$ cat src/rtl/tlb_pkg.sv
package tlb_pkg;
  localparam int ASID_W = 4;
  localparam int DOM_W  = 4;
  localparam int ACR_W  = 2 << DOM_W;

  localparam logic [1:0] F_NONE = 2'b00;
  localparam logic [1:0] F_MISS = 2'b01;
  localparam logic [1:0] F_PROT = 2'b10;
  localparam logic [1:0] F_CHG  = 2'b11;

  typedef struct packed {
    logic [19:0]       vpn;
    logic [19:0]       ppn;
    logic [1:0]        size;
    logic [ASID_W-1:0] asid;
    logic              shared;
    logic              subpg;
    logic [7:0]        prot;
    logic [DOM_W-1:0]  dom;
    logic              chg;
    logic              wt;
    logic              ci;
    logic              grd;
  } entry_t;

  // page-number bits ignored by the tag compare, per size code
  function automatic logic [19:0] size_ign(input logic [1:0] sz);
    case (sz)
      2'd0:    return 20'h00000;
      2'd1:    return 20'h00003;
      2'd2:    return 20'h0007f;
      default: return 20'h007ff;
    endcase
  endfunction

  function automatic logic [31:0] xlate_pa(input entry_t e, input logic [31:0] ea);
    logic [31:0] offm;
    offm = {size_ign(e.size), 12'hfff};
    return ({e.ppn, 12'h000} & ~offm) | (ea & offm);
  endfunction

  function automatic logic pp_allows(input logic [1:0] pp, input logic user,
                                     input logic wr);
    case (pp)
      2'b00:   return !user;
      2'b01:   return !user || !wr;
      2'b10:   return 1'b1;
      default: return !wr;
    endcase
  endfunction
endpackage

$ cat src/rtl/tlb_store.sv
module tlb_store
  import tlb_pkg::*;
#(
  parameter int N_ENT = 16,
  parameter int IDX_W = $clog2(N_ENT)
) (
  input  logic                   clk,
  input  logic                   rst_n,
  input  logic                   ld_en,
  input  logic                   inv_all,
  input  entry_t                 ld_ent,
  output entry_t [N_ENT-1:0]     ents,
  output logic   [N_ENT-1:0]     vld,
  output logic   [IDX_W-1:0]     ptr
);
  logic do_load;
  assign do_load = ld_en && !inv_all;

  always_ff @(posedge clk or negedge rst_n) begin
    if (!rst_n) begin
      vld  <= '0;
      ptr  <= '0;
      ents <= '0;
    end else if (inv_all) begin
      vld <= '0;
    end else if (do_load) begin
      vld[ptr]  <= 1'b1;
      ents[ptr] <= ld_ent;
      ptr       <= (ptr == IDX_W'(N_ENT - 1)) ? '0 : ptr + 1'b1;
    end
  end


  inv_clear_chk: assert property (@(posedge clk) disable iff (!rst_n)
    inv_all |=> (vld == '0));

  load_place_chk: assert property (@(posedge clk) disable iff (!rst_n)
    do_load |=> (vld[$past(ptr)] && ents[$past(ptr)] == $past(ld_ent)));

  inv_keeps_ptr_chk: assert property (@(posedge clk) disable iff (!rst_n)
    inv_all |=> $stable(ptr));
endmodule

$ cat src/rtl/tlb_match.sv
module tlb_match
  import tlb_pkg::*;
#(
  parameter int N_ENT = 16,
  parameter int IDX_W = $clog2(N_ENT)
) (
  input  entry_t [N_ENT-1:0]  ents,
  input  logic   [N_ENT-1:0]  vld,
  input  logic   [31:0]       ea,
  input  logic   [ASID_W-1:0] asid,
  output logic   [N_ENT-1:0]  match_vec,
  output logic                any_hit,
  output logic   [IDX_W-1:0]  sel_idx
);
  for (genvar i = 0; i < N_ENT; i++) begin : g_cmp
    logic tag_eq, space_ok;
    assign tag_eq   = ((ea[31:12] ^ ents[i].vpn) & ~size_ign(ents[i].size)) == 20'h0;
    assign space_ok = ents[i].shared || (ents[i].asid == asid);
    assign match_vec[i] = vld[i] && tag_eq && space_ok;
  end

  always_comb begin
    sel_idx = '0;
    for (int i = N_ENT - 1; i >= 0; i--)
      if (match_vec[i]) sel_idx = IDX_W'(i);
  end

  assign any_hit = |match_vec;
endmodule

$ cat src/rtl/tlb_check.sv
module tlb_check
  import tlb_pkg::*;
(
  input  entry_t            e,
  input  logic              hit,
  input  logic [1:0]        ea_sub,
  input  logic [1:0]        acc,
  input  logic              user,
  input  logic              dm_mode,
  input  logic [ACR_W-1:0]  acr,
  output logic [1:0]        fault
);
  logic       is_wr, pp_ok, allowed;
  logic [1:0] pp, dfield;

  assign is_wr  = (acc == 2'b01);
  assign pp     = (e.size == 2'd0 && e.subpg) ? e.prot[{ea_sub, 1'b0} +: 2] : e.prot[1:0];
  assign pp_ok  = pp_allows(pp, user, is_wr);
  assign dfield = acr[{e.dom, 1'b0} +: 2];

  always_comb begin
    if (!dm_mode)             allowed = pp_ok;
    else if (dfield == 2'b11) allowed = 1'b1;
    else if (dfield == 2'b01) allowed = pp_ok;
    else                      allowed = 1'b0;
  end

  always_comb begin
    if (!hit)                fault = F_MISS;
    else if (!allowed)       fault = F_PROT;
    else if (is_wr && !e.chg) fault = F_CHG;
    else                     fault = F_NONE;
  end
endmodule

$ cat src/rtl/mpsz_tlb.sv
module mpsz_tlb
  import tlb_pkg::*;
#(
  parameter int N_ENT = 16
) (
  input  logic        clk,
  input  logic        rst_n,
  input  logic        ld_en,
  input  logic [19:0] ld_vpn,
  input  logic [19:0] ld_ppn,
  input  logic [1:0]  ld_size,
  input  logic [3:0]  ld_asid,
  input  logic        ld_shared,
  input  logic        ld_subpg,
  input  logic [7:0]  ld_prot,
  input  logic [3:0]  ld_dom,
  input  logic        ld_chg,
  input  logic        ld_wt,
  input  logic        ld_ci,
  input  logic        ld_grd,
  input  logic        inv_all,
  input  logic [3:0]  rd_idx,
  output logic        rd_valid,
  output logic [19:0] rd_vpn,
  output logic [19:0] rd_ppn,
  output logic [1:0]  rd_size,
  output logic [3:0]  rd_asid,
  input  logic        xlat_en,
  input  logic        dm_mode,
  input  logic [31:0] dom_acr,
  input  logic        dflt_wt,
  input  logic        dflt_ci,
  input  logic        lk_valid,
  input  logic [31:0] lk_ea,
  input  logic [1:0]  lk_acc,
  input  logic        lk_user,
  input  logic [3:0]  lk_asid,
  output logic        rs_valid,
  output logic        rs_hit,
  output logic [31:0] rs_pa,
  output logic        rs_wt,
  output logic        rs_ci,
  output logic        rs_grd,
  output logic [1:0]  rs_fault
);
  localparam int IDX_W = $clog2(N_ENT);

  entry_t [N_ENT-1:0] ents;
  logic   [N_ENT-1:0] vld;
  logic   [IDX_W-1:0] ptr;
  logic   [N_ENT-1:0] match_vec;
  logic               any_hit;
  logic   [IDX_W-1:0] sel_idx;
  logic   [1:0]       chk_fault;
  entry_t             ld_ent, sel_e, rd_e;

  assign ld_ent = '{vpn: ld_vpn, ppn: ld_ppn, size: ld_size, asid: ld_asid,
                    shared: ld_shared, subpg: ld_subpg, prot: ld_prot, dom: ld_dom,
                    chg: ld_chg, wt: ld_wt, ci: ld_ci, grd: ld_grd};

  tlb_store #(.N_ENT(N_ENT), .IDX_W(IDX_W)) u_store (
    .clk, .rst_n, .ld_en, .inv_all, .ld_ent, .ents, .vld, .ptr);

  tlb_match #(.N_ENT(N_ENT), .IDX_W(IDX_W)) u_match (
    .ents, .vld, .ea(lk_ea), .asid(lk_asid), .match_vec, .any_hit, .sel_idx);

  assign sel_e = ents[sel_idx];

  tlb_check u_check (
    .e(sel_e), .hit(any_hit), .ea_sub(lk_ea[11:10]), .acc(lk_acc), .user(lk_user),
    .dm_mode, .acr(dom_acr), .fault(chk_fault));

  assign rd_e     = ents[rd_idx[IDX_W-1:0]];
  assign rd_valid = vld[rd_idx[IDX_W-1:0]];
  assign rd_vpn   = rd_e.vpn;
  assign rd_ppn   = rd_e.ppn;
  assign rd_size  = rd_e.size;
  assign rd_asid  = rd_e.asid;

  always_ff @(posedge clk or negedge rst_n) begin
    if (!rst_n) begin
      rs_valid <= 1'b0;
      rs_hit   <= 1'b0;
      rs_pa    <= '0;
      rs_wt    <= 1'b0;
      rs_ci    <= 1'b0;
      rs_grd   <= 1'b0;
      rs_fault <= F_NONE;
    end else begin
      rs_valid <= lk_valid;
      if (lk_valid) begin
        if (!xlat_en) begin
          rs_hit   <= 1'b1;
          rs_pa    <= lk_ea;
          rs_wt    <= dflt_wt;
          rs_ci    <= dflt_ci;
          rs_grd   <= 1'b0;
          rs_fault <= F_NONE;
        end else begin
          rs_hit   <= any_hit;
          rs_pa    <= any_hit ? xlate_pa(sel_e, lk_ea) : '0;
          rs_wt    <= any_hit && sel_e.wt;
          rs_ci    <= any_hit && sel_e.ci;
          rs_grd   <= any_hit && sel_e.grd;
          rs_fault <= chk_fault;
        end
      end
    end
  end


  lowest_wins_chk: assert property (@(posedge clk) disable iff (!rst_n)
    any_hit |-> (match_vec[sel_idx] &&
                 ((match_vec & ((N_ENT'(1) << sel_idx) - N_ENT'(1))) == '0)));

  rs_valid_chk: assert property (@(posedge clk) disable iff (!rst_n)
    1'b1 |=> (rs_valid == $past(lk_valid)));

  hold_chk: assert property (@(posedge clk) disable iff (!rst_n)
    !lk_valid |=> ($stable(rs_pa) && $stable(rs_fault) && $stable(rs_hit)));

  xoff_pass_chk: assert property (@(posedge clk) disable iff (!rst_n)
    (lk_valid && !xlat_en) |=> (rs_pa == $past(lk_ea) && rs_fault == F_NONE && rs_hit));

  miss_nohit_chk: assert property (@(posedge clk) disable iff (!rst_n)
    (rs_valid && rs_fault == F_MISS) |-> !rs_hit);

  chg_on_write_chk: assert property (@(posedge clk) disable iff (!rst_n)
    (lk_valid && xlat_en && lk_acc != 2'b01) |=> (rs_fault != F_CHG));
endmodule

$ cat config.mk
export PLATFORM = sky130hd
export DESIGN_NAME = mpsz_tlb
export DESIGN_NICKNAME = d
export VERILOG_FILES = /design/src/rtl/tlb_pkg.sv /design/src/rtl/tlb_store.sv /design/src/rtl/tlb_match.sv /design/src/rtl/tlb_check.sv /design/src/rtl/mpsz_tlb.sv
export SDC_FILE = /design/constraint.sdc
export NUM_CORES = 2
export LEC_CHECK = 0
export BUFFER_PORTS_ARGS = -buffer_cell sky130_fd_sc_hd__buf_2
export CORE_MARGIN = 2
export CORE_UTILIZATION = 50
export CTS_BUF_LIST = sky130_fd_sc_hd__clkbuf_16
export CTS_CLUSTER_DIAMETER = 80
export CTS_CLUSTER_SIZE = 40
export DETAILED_ROUTE_END_ITERATION = 12
export PLACE_DENSITY = 0.73
export SETUP_SLACK_MARGIN = 0.2
export SYNTH_ARGS = -nofsm -noshare
export SYNTH_HDL_FRONTEND = slang
export SYNTH_SLANG_ARGS = --single-unit
export TNS_END_PERCENT = 30
$ cat constraint.sdc
create_clock -name clk -period 8.7 [get_ports clk]
set_input_delay 0.435 -clock clk [delete_from_list [all_inputs] [get_ports clk]]
set_output_delay 0.435 -clock clk [all_outputs]
set_load 0.005 [all_outputs]
==> flow_summary.ini <==
[timing]
fin_worst_skew_ns = 0.0708
worst_slack_ns = 1.29
hold_violations = 0
grt_setup_unrepaired = no
tightest_slew_ns = 1.41
slew-limit-headroom = 0.0500
final-setup-viol-count = 0
period_needed_ns = 7.41
fmax_ghz = 0.135
maxSlewViolCount = 0
setup-tns-final_ns = 0
fin_crit_sh = 0.852

[clocking]
clock_latency_ns = 0.74
postCtsSetupBuffers = 0
clockRootBuffer = clkbuf_16
path_clk_slew_ns = 0.12
tritoncts = done
clockBufferDepth = 3
cts_buffers = 49
h-tree-depth = 2
cts.sinks = 1083

[critical_path]
reg2reg_depth = 19
reg2reg_slack_ns = 1.29
worst_path_largest_cell_delay_ns = 1.14
critPathLaunchType = flip-flop
end_kind = flip-flop
critical_path.top_delay_family = simple AND/OR/NAND/NOR gates
path_cells = xor2_1 -> nor4_1 -> nor4b_1 -> o2111ai_1 -> buf_4 -> nand4_1 -> a221o_1 -> and2_4 -> buf_4 -> a32oi_1 -> nand2_1 -> o22ai_1 -> a211oi_1 -> o31ai_1 -> o21ai_0 -> o221ai_1 -> or3b_1 -> a31o_1 -> a31o_1
slowest_stage = nor4_1
critPathKind = flip-flop to flip-flop
cp_max_fo = 48
critPathBufInv = 2
r2r_end = rs_fault[0]
r2r-start = u_store.ents[117]
required_ns = 9.32
arrival_ns = 8.03

[worst_hold_path]
hold_end = rs_wt
min_path_type = input pin to flip-flop
min_path_cells = 3
min_from = dflt_wt

[logic_synthesis]
syn_area_per_cell_um2 = 12.7
syn_inst = 4572
ys_seq_elements = 1083
synth.net_count = 4724
synth.area.top_cells = dfrtp_1 47%, mux2_2 20%, mux4_2 9.3%, xnor2_1 4.8%, mux2i_1 3.5%
yosysWarnings = 0
yosysSeqAreaShare = 0.466
synth_edf_count = 0
synth_cell_types = 81
synth-main-ff-cell = dfrtp_1
yosysTopAreaCell = dfrtp_1
synth_common_cells = 1,083 x dfrtp_1, 1,030 x mux2_2, 322 x nand2_1
ys_async_sr_fraction = 1.00
netlist_area_um2 = 58200
synth_most_common_cell = dfrtp_1
synth_top_area_share = 0.466

[floorplanning]
die_area_um2 = 119000
start_util = 0.503
die-height_um = 345
fp.coreArea_um2 = 116000
ios = 234
die_w_um = 345
std_cell_rows = 125

[drt]
via_per_inst = 6.52
vias = 40000
drcViolationCount = 0
ant_nets = 0
routed_wl_mm = 183
dr.first_iter.drc_count = 4265
dr.pass1.iters = 7
wl_per_cell_um = 29.9

[pwr]
p_per_area_nw_per_um2 = 290
p_sw_mw = 6.40
p_clk_frac = 0.182
leakagePower_nw = 27.2
vdd_ir_drop_max_uv = 184
p_sw_frac = 0.352
p_comb_frac = 0.339
internal_power_mw = 11.8
power_frac_seq = 0.479

[run]
max_cap_violations = 0

[layout]
stdcell_area_um2 = 62700
final_nets = 4708
multi_input_area_um2 = 29600
seq_area_um2 = 27100
area_growth_pct = 7.78
nFillCells = 9692
layout-drive-gt1-share = 0.374

[status]
status = finished clean

[grt]
overflow = 0
grt_max_degree = 180
met1_usage = 0.422
first_global_vias = 39900
met3_usage = 0.0671
grt_pass1_wl_mm = 273
antenna_found_initial = 33
grt_usage = 0.305
grt_busiest_layer = met2
use_met2 = 0.468

[place]
pre_cts_ws_ns = 1.08
place.port_buffers = 233
place_area_um2 = 60600
gp_congestion = 0.980
dpl.hpwl_mm = 119
-- stage by stage --
| stage | total power, mW | hold slack (ns) | instances | util |
|---|---|---|---|---|
| final | 18.2 | 0.0501 | 6127 | 0.542 |
| after global routing | 19.1 | 0.0569 | 6126 | 0.542 |
| after CTS | 18.1 | 0.0198 | 6120 | 0.541 |
| after detailed placement | 14.9 | 0.444 | 6017 | 0.523 |
| after global placement | 14.6 | 0.436 | 6017 | 0.523 |
| after floorplan | 12.8 | 0.139 | 4572 | - |
-- layout make-up --
cell class	instances	area share
diodes	7	0.000279
clock buffers	50	0.0200
clock inverters	41	0.0118
inverters	21	0.00126
multi-input cells	3077	0.472
flip-flops and latches	1083	0.432
well taps	1524	0.0304
repair buffers	324	0.0319
-- logic make-up (layout without fill, tap and decap cells) --
kind of cell,Yosys count,after routing,synth area share
flops,1083,1083,0.466
compound gates,451,451,0.0528
other cells,0,7,0
fa+ha+maj,4,4,0.000861
simple gates,763,763,0.0655
xor+xnor,386,386,0.0581
mux,1473,1473,0.327
buf+inv,412,436,0.0297
-- how the worst max path moves through the flow --
| stage | start | end | cells past startpoint |
|---|---|---|---|
| after floorplan | lk_ea[22] | rs_fault[0] | 20 |
| after global placement | lk_ea[21] | rs_fault[0] | 20 |
| after detailed placement | lk_ea[21] | rs_fault[0] | 20 |
| after CTS | u_store.ents[117] | rs_fault[0] | 19 |
| after global routing | u_store.ents[117] | rs_fault[0] | 19 |
| final | u_store.ents[117] | rs_fault[0] | 19 |
-- routing by layer --
layer	wire length, um	part of all wire
met2	83400	0.46
met1	75700	0.41
met3	15800	0.086
met4	8080	0.044
met5	231	0.0013
-- state kept, by name, summed over array words and instances, names as in the netlist --
register	count
u_store.ptr	4
rs_pa	32
rs_ci	1
u_store.ents	1024
rs_fault	2
rs_valid	1
rs_hit	1
rs_wt	1
u_store.vld	16
rs_grd	1
-- power groups by stage --
stage | combinational (mW) | sequential, mW | clock [mW]
final | 6.16 | 8.70 | 3.31
after global routing | 6.59 | 8.95 | 3.52
after floorplan | 4.58 | 8.19 | 0
after detailed placement | 6.09 | 8.77 | 0
after global placement | 5.94 | 8.67 | 0
after CTS | 6.13 | 8.66 | 3.36
-- what timing repair did --
action,in CTS,in global routing
gates resized for setup,0,0
endpoints found under the hold margin,79,0
hold buffers,12,0
setup endpoints to repair,0,0
-- worst register-to-register path: cells and delay by family, from the launching register on --
family                    cells  cell delay (ns)
AOI/OAI and AO/OA            10             2.69
xor gates and xnor gates      1             0.17
buffers and inverters         2             0.85
DFF                           1             0.43
and+or+nand+nor               6             3.21
-- cells in the final DEF, fill, tap and decap left out, types with 47 or more instances in the layout --
cell,count
mux2_2,1030
o21ai_0,50
xor2_1,69
buf_4,74
dfrtp_1,1083
and3_1,74
nand2_1,321
xnor2_1,317
nor4_1,47
a211oi_1,96
a21oi_1,118
nand4_1,72
mux4_2,239
buf_2,228
mux2i_1,204
nand3_1,79
clkbuf_16,50
No activity file was read; power rests on OpenSTA's default activity.
